===== src/rtl/stereo_pkg.sv =====
`timescale 1ns/1ps
package stereo_pkg;
  typedef enum logic [1:0] {
    DIV_LOAD = 2'd0,
    DIV_RUN  = 2'd1,
    DIV_POST = 2'd2
  } div_state_e;

  typedef enum logic {
    EYE_LEFT  = 1'b0,
    EYE_RIGHT = 1'b1
  } eye_e;
endpackage


===== src/rtl/stereo_lead_div.sv =====
`timescale 1ns/1ps
// Serial restoring divider: turns a lead time in pixel clocks into the
// line/pixel position at which the shutter must switch. It reruns forever,
// so a new lead is reflected within two conversions.
module stereo_lead_div
  import stereo_pkg::*;
#(
  parameter int H_W    = 12,
  parameter int V_W    = 11,
  parameter int LEAD_W = 20
) (
  input  logic              clk,
  input  logic              rst,
  input  logic [LEAD_W-1:0] lead_i,
  input  logic [H_W-1:0]    h_total_i,
  input  logic [V_W-1:0]    v_total_i,
  output logic [H_W-1:0]    cmp_x_o,
  output logic [V_W-1:0]    cmp_y_o,
  output logic              cmp_valid_o
);
  localparam int CNT_W = $clog2(LEAD_W + 1);

  div_state_e        state_q;
  logic [LEAD_W-1:0] dvd_q;
  logic [LEAD_W-1:0] quo_q;
  logic [H_W-1:0]    dsr_q;
  logic [H_W-1:0]    rem_q;
  logic [V_W-1:0]    vt_q;
  logic [CNT_W-1:0]  cnt_q;

  logic [LEAD_W-1:0] lead_eff;
  logic [H_W:0]      rem_shift;
  logic              fits;
  logic [V_W-1:0]    quo_lines;

  assign lead_eff  = (lead_i == '0) ? LEAD_W'(1) : lead_i;
  assign rem_shift = {rem_q, dvd_q[LEAD_W-1]};
  assign fits      = (rem_shift >= {1'b0, dsr_q});
  assign quo_lines = V_W'(quo_q);

  always_ff @(posedge clk) begin
    if (rst) begin
      state_q     <= DIV_LOAD;
      dvd_q       <= '0;
      quo_q       <= '0;
      dsr_q       <= '0;
      rem_q       <= '0;
      vt_q        <= '0;
      cnt_q       <= '0;
      cmp_x_o     <= '0;
      cmp_y_o     <= '0;
      cmp_valid_o <= 1'b0;
    end else begin
      unique case (state_q)
        DIV_LOAD: begin
          dvd_q   <= lead_eff;
          dsr_q   <= h_total_i;
          vt_q    <= v_total_i;
          rem_q   <= '0;
          quo_q   <= '0;
          cnt_q   <= CNT_W'(LEAD_W);
          state_q <= DIV_RUN;
        end
        DIV_RUN: begin
          dvd_q <= {dvd_q[LEAD_W-2:0], 1'b0};
          quo_q <= {quo_q[LEAD_W-2:0], fits};
          if (fits) rem_q <= H_W'(rem_shift - {1'b0, dsr_q});
          else      rem_q <= H_W'(rem_shift);
          cnt_q <= cnt_q - 1'b1;
          if (cnt_q == CNT_W'(1)) state_q <= DIV_POST;
        end
        DIV_POST: begin
          if (rem_q == '0) begin
            cmp_y_o <= vt_q - quo_lines;
            cmp_x_o <= '0;
          end else begin
            cmp_y_o <= vt_q - quo_lines - 1'b1;
            cmp_x_o <= dsr_q - rem_q;
          end
          cmp_valid_o <= 1'b1;
          state_q     <= DIV_LOAD;
        end
        default: state_q <= DIV_LOAD;
      endcase
    end
  end
endmodule


===== src/rtl/stereo_addr_sel.sv =====
`timescale 1ns/1ps
// Eye state and scan-out origin. A shadow register holds the origin of the
// view that comes next; it is committed on the blanking pulse only.
module stereo_addr_sel
  import stereo_pkg::*;
#(
  parameter int ADDR_W = 32
) (
  input  logic              clk,
  input  logic              rst,
  input  logic              vblank_start_i,
  input  logic [ADDR_W-1:0] base_addr_i,
  input  logic [ADDR_W-1:0] half_width_i,
  output logic [ADDR_W-1:0] start_addr_o,
  output logic              eye_o
);
  eye_e              eye_q;
  logic [ADDR_W-1:0] shadow_q;
  logic [ADDR_W-1:0] right_origin;

  assign right_origin = base_addr_i + half_width_i;
  assign eye_o        = eye_q;

  always_ff @(posedge clk) begin
    if (rst) begin
      eye_q        <= EYE_LEFT;
      start_addr_o <= base_addr_i;
      shadow_q     <= right_origin;
    end else begin
      shadow_q <= (eye_q == EYE_LEFT) ? right_origin : base_addr_i;
      if (vblank_start_i) begin
        eye_q        <= (eye_q == EYE_LEFT) ? EYE_RIGHT : EYE_LEFT;
        start_addr_o <= shadow_q;
      end
    end
  end
endmodule


===== src/rtl/stereo_shutter_gen.sv =====
`timescale 1ns/1ps
// Shutter edge placement: switches once per frame at the compare point to
// the eye that follows the current frame.
module stereo_shutter_gen #(
  parameter int H_W = 12,
  parameter int V_W = 11
) (
  input  logic           clk,
  input  logic           rst,
  input  logic [H_W-1:0] pix_x_i,
  input  logic [V_W-1:0] pix_y_i,
  input  logic [H_W-1:0] cmp_x_i,
  input  logic [V_W-1:0] cmp_y_i,
  input  logic           cmp_valid_i,
  input  logic           eye_i,
  output logic           shutter_o
);
  logic frame_eye_q;
  logic armed_q;
  logic frame_start;
  logic hit;

  assign frame_start = (pix_x_i == '0) && (pix_y_i == '0);
  assign hit         = cmp_valid_i && (pix_x_i == cmp_x_i) && (pix_y_i == cmp_y_i);

  always_ff @(posedge clk) begin
    if (rst) begin
      shutter_o   <= 1'b0;
      frame_eye_q <= 1'b0;
      armed_q     <= 1'b1;
    end else begin
      if (frame_start) begin
        frame_eye_q <= eye_i;
        armed_q     <= 1'b1;
      end else if (hit && armed_q) begin
        shutter_o <= ~frame_eye_q;
        armed_q   <= 1'b0;
      end
    end
  end
endmodule


===== src/rtl/stereo_eye_ctrl.sv =====
`timescale 1ns/1ps
module stereo_eye_ctrl #(
  parameter int H_W           = 12,
  parameter int V_W           = 11,
  parameter int LEAD_W        = 20,
  parameter int ADDR_W        = 32,
  parameter bit SHUT_LEFT_LVL = 1'b0
) (
  input  logic              clk,
  input  logic              rst,
  input  logic              vblank_start_i,
  input  logic [H_W-1:0]    pix_x_i,
  input  logic [V_W-1:0]    pix_y_i,
  input  logic [H_W-1:0]    h_total_i,
  input  logic [V_W-1:0]    v_total_i,
  input  logic [ADDR_W-1:0] base_addr_i,
  input  logic [ADDR_W-1:0] half_width_i,
  input  logic [LEAD_W-1:0] lead_i,
  output logic [ADDR_W-1:0] start_addr_o,
  output logic              eye_o,
  output logic              shutter_o
);
  logic [H_W-1:0] cmp_x;
  logic [V_W-1:0] cmp_y;
  logic           cmp_valid;
  logic           shutter_raw;

  stereo_lead_div #(.H_W(H_W), .V_W(V_W), .LEAD_W(LEAD_W)) u_div (
    .clk         (clk),
    .rst         (rst),
    .lead_i      (lead_i),
    .h_total_i   (h_total_i),
    .v_total_i   (v_total_i),
    .cmp_x_o     (cmp_x),
    .cmp_y_o     (cmp_y),
    .cmp_valid_o (cmp_valid)
  );

  stereo_addr_sel #(.ADDR_W(ADDR_W)) u_addr (
    .clk            (clk),
    .rst            (rst),
    .vblank_start_i (vblank_start_i),
    .base_addr_i    (base_addr_i),
    .half_width_i   (half_width_i),
    .start_addr_o   (start_addr_o),
    .eye_o          (eye_o)
  );

  stereo_shutter_gen #(.H_W(H_W), .V_W(V_W)) u_shut (
    .clk         (clk),
    .rst         (rst),
    .pix_x_i     (pix_x_i),
    .pix_y_i     (pix_y_i),
    .cmp_x_i     (cmp_x),
    .cmp_y_i     (cmp_y),
    .cmp_valid_i (cmp_valid),
    .eye_i       (eye_o),
    .shutter_o   (shutter_raw)
  );

  generate
    if (SHUT_LEFT_LVL) begin : g_shut_inv
      assign shutter_o = ~shutter_raw;
    end else begin : g_shut_pass
      assign shutter_o = shutter_raw;
    end
  endgenerate
endmodule


===== config.mk =====
export PLATFORM = sky130hd
export DESIGN_NAME = stereo_eye_ctrl
export DESIGN_NICKNAME = d
export VERILOG_FILES = /design/src/rtl/stereo_pkg.sv /design/src/rtl/stereo_lead_div.sv /design/src/rtl/stereo_addr_sel.sv /design/src/rtl/stereo_shutter_gen.sv /design/src/rtl/stereo_eye_ctrl.sv
export SDC_FILE = /design/constraint.sdc
export NUM_CORES = 1
export LEC_CHECK = 0
export BUFFER_PORTS_ARGS = -buffer_cell sky130_fd_sc_hd__buf_2
export CAP_MARGIN = 30
export CORE_UTILIZATION = 50
export DETAILED_ROUTE_END_ITERATION = 8
export PLACE_DENSITY = 0.79
export SYNTH_ARGS = -nofsm -noshare
export SYNTH_HDL_FRONTEND = slang
export SYNTH_SLANG_ARGS = --single-unit

===== constraint.sdc =====
create_clock -name clk -period 3.2 [get_ports clk]
set_input_delay 0.64 -clock clk [delete_from_list [all_inputs] [get_ports clk]]
set_output_delay 0.64 -clock clk [all_outputs]
set_load 0.01 [all_outputs]

==> impl_metrics.yaml <==
hold_path:
  min_from: "base_addr_i[31]"
  min_path_type: "in -> reg"
clock_tree:
  clk_pin_slew_ps: 70
  ctsResizeCount: 0
  cts-root-buf: "clkbuf_16"
  cts_tree: "yes"
  clk_latency_ps: 430
  htree_num_levels: 4
  cts_buffers: 17
  cts_hold_buf: 0
  post_cts_buffers: 0
  cts_buffer_depth: 2
  cts_sinks: 165
place:
  gp_congestion: 0.8855
  place_hpwl_mm: 17.96
  port_buffers: 166
  dpl_worst_slack_ps: -79.23
worst_setup_path:
  crit-reg2reg-launch: "u_div.vt_q[0]"
  cp-end-kind: "flop"
  crit_family: "compound AO/OA/AOI/OAI gates"
  rr_endpoint: "u_div.cmp_y_o[10]"
  endpoint: "u_div.cmp_y_o[10]"
  worstPathMaxFanout: 5
  cp.arrival_ps: 3340
  ff2ff_setup_slack_ps: 170
  rr_worst_depth: 12
  worst-path-stages: 12
  critPathLaunch: "u_div.vt_q[0]"
  crit_type: "reg -> reg"
  path_cells: "inv_1, ha_1, fa_1, nor2b_1, o21ai_0, a21oi_2, nor2_1, or2_2, a2111oi_4, nand4_1, xnor2_1, a21oi_1"
  cp_slowest_cell: "a2111oi_4"
  crit_buf_inv: 1
  crit_required_ps: 3510
  crit_path_max_incr_delay_ps: 430
  start_kind: "flop"
timing:
  period_share_pct: 94.73
  layout_setup_ws_ps: 168.6
  maxSlewHeadroom_pct: 40.09
  whs_ps: 424.9
  finalHoldViolCount: 0
  setup_viol: 0
  tns_ps: 0
  clock_skew_ps: 9.609
  tightest_slew_ps: 897.8
  drv_slew: 0
  fmax_ghz: 0.3299
  timing.final.crit_period_ps: 3031
final_layout:
  diodes: 0
  fin_nets: 1502
  finalCoreUtilization_pct: 60.67
  area_delta_synth_final_pct: 17.58
  drive_gt1_share_pct: 20.67
die:
  die_x_um: 141.9
  core_area_mm2: 0.01896
  initial_core_util_pct: 51.60
  num_rows: 50
  die-height_um: 141.9
  ioPinCount: 167
  dieArea_mm2: 0.02012
run_status:
  status: "finished clean"
global_routing:
  grt_max_degree: 45
  grtUsageTotal_pct: 24.40
  grt-ovfl-total: 0
  antenna_found_initial: 1
  grt_pass1_vias: 8121
  grt_pass1_wl_mm: 39.12
detailed_routing:
  routed_wirelength_mm: 24.02
  drt_iter0_markers: 529
  postRouteAntennaNets: 0
  route.detailed.drc: 0
  firstDrtPassIters: 5
  wl_per_cell_um: 15.29
  vias: 8669
  via_per_inst: 5.518
synth:
  synth_seq_cells: 165
  synth_flop_cell: "dfxtp_1"
  synth_cell_types: 61
  syn_area_mm2: 0.009781
  synthesis.nets: 1342
  synth-edff-count: 32
  synth_async_sr_flop_share_pct: 0
  synth_warnings: 0
  synth-seq-area-share_pct: 37.05
  syn_avg_cell_area_um2: 8.595
  syn_inst: 1138
power_and_ir_drop:
  report.power.total_mw: 7.455
  p_leak_nw: 4.901
  ir_drop_mv: 0.4320
  powerDensity_mw_per_mm2: 648.2
job:
  drv_cap: 0
-- placed cells by master (no fill, tap or decap), drive strengths merged, types with 5 or more instances in the layout --
| cell | netlist | routed |
|---|---|---|
| and3 | 11 | 11 |
| edfxtp | 32 | 32 |
| mux2 | 32 | 32 |
| or2 | 5 | 5 |
| nand4 | 14 | 14 |
| xnor2 | 33 | 33 |
| nand3 | 22 | 22 |
| nor2b | 20 | 20 |
| nand2b | 6 | 6 |
| ha | 67 | 67 |
| inv | 57 | 64 |
| nand2 | 126 | 126 |
| or3 | 6 | 6 |
| nor3 | 21 | 21 |
| nand3b | 5 | 5 |
| dfxtp | 133 | 133 |
| a21o | 22 | 22 |
| a211oi | 16 | 16 |
| clkbuf | 38 | 19 |
| xor2 | 44 | 44 |
| nor4 | 23 | 23 |
| o31ai | 7 | 7 |
| o21ai | 72 | 72 |
| nor2 | 100 | 100 |
| mux2i | 32 | 32 |
| o21a | 11 | 11 |
| a31oi | 8 | 8 |
| buf | 13 | 192 |
| a21oi | 108 | 108 |
-- worst min path at each step --
stage,to,slack [ps],cells past startpoint
floorplan,u_div.quo_q[2],430,2
global placement,u_shut.armed_q,440,1
detailed placement,u_div.quo_q[7],440,2
CTS,u_addr.shadow_q[31],410,2
global route,u_addr.shadow_q[31],410,2
finish,u_addr.shadow_q[31],420,2
-- stage by stage --
stage | instance area, µm² | instances
floorplan | 9781 | 1138
global placement | 10940 | 1539
detailed placement | 10940 | 1539
CTS | 11490 | 1571
global route | 11500 | 1571
finish | 11500 | 1571
-- worst reg2reg max path: stages, from the launching register on --
cell,delay (ps)
dfxtp_1,380
inv_1,70
ha_1,230
fa_1,410
nor2b_1,140
o21ai_0,150
a21oi_2,250
nor2_1,110
or2_2,320
a2111oi_4,430
nand4_1,180
xnor2_1,160
a21oi_1,80
-- metal layers --
layer | routed length [µm] | global-route usage [%] | part of all wire (%)
met5 | 0 | 0 | 0
met4 | 483 | 8.942 | 2.0
met3 | 1375 | 4.759 | 5.7
met2 | 11010 | 39.56 | 46
met1 | 11150 | 32.23 | 46
-- final cells by class --
type / count / area [µm²]
Timing Repair Buffer: 192 / 1028
Inverter: 57 / 214.0
Multi-Input combinational cell: 865 / 5753
Sequential cell: 165 / 3623
Clock inverter: 13 / 122.6
Tap cell: 260 / 325.3
Clock buffer: 19 / 432.9
Fill cell: 1607 / 7456
-- kinds of logic after synthesis --
logic type / count (synthesis) / synth area share (%)
adder cells (fa/ha/maj): 71 / 9.390
flip-flops: 165 / 37.05
buffers and inverters: 108 / 4.273
AO/OA/AOI/OAI: 282 / 17.81
XOR/XNOR: 77 / 6.895
multiplexers: 64 / 6.959
AND/OR/NAND/NOR: 371 / 17.63
-- synthesized netlist by cell type (all sizes together), types with 5 or more instances --
| cell | instances | area, µm² |
|---|---|---|
| or2 | 5 | 31.28 |
| nor3 | 21 | 105.1 |
| buf | 13 | 61.31 |
| mux2i | 32 | 320.3 |
| nand3 | 22 | 110.1 |
| a211oi | 16 | 120.1 |
| a31oi | 8 | 50.05 |
| o31ai | 7 | 52.55 |
| edfxtp | 32 | 960.9 |
| ha | 67 | 838.3 |
| a21o | 22 | 165.2 |
| nand4 | 14 | 87.58 |
| o21ai | 72 | 360.3 |
| a21oi | 108 | 544.3 |
| nand2b | 6 | 37.54 |
| o21a | 11 | 82.58 |
| dfxtp | 133 | 2663 |
| xnor2 | 33 | 289.0 |
| inv | 57 | 214.0 |
| nor2 | 100 | 375.4 |
| clkbuf | 38 | 142.6 |
| xor2 | 44 | 385.4 |
| nor4 | 23 | 143.9 |
| nor2b | 20 | 125.1 |
| nand3b | 5 | 37.54 |
| or3 | 6 | 37.54 |
| and3 | 11 | 68.82 |
| mux2 | 32 | 360.4 |
| nand2 | 126 | 473.0 |
-- registers in the layout, summed over array words and instances, names as in the netlist --
signal / count
u_div.cnt_q: 5
u_shut.shutter_o: 1
u_addr.shadow_q: 32
u_shut.armed_q: 1
u_shut.frame_eye_q: 1
u_div.cmp_y_o: 11
u_div.state_q: 2
u_addr.start_addr_o: 32
u_addr.eye_o: 1
u_div.quo_q: 11
u_div.vt_q: 11
u_div.rem_q: 12
u_div.dvd_q: 20
u_div.cmp_valid_o: 1
u_div.cmp_x_o: 12
u_div.dsr_q: 12
-- power breakdown --
group / switching, mW / leakage [nW] / internal, mW
combinational: 1.65 / 3.21 / 1.30
clock: 0.873 / 0.266 / 1.08
sequential: 0.157 / 1.42 / 2.40
total: 2.68 / 4.90 / 4.78
Power figures use the tool's default switching activity.
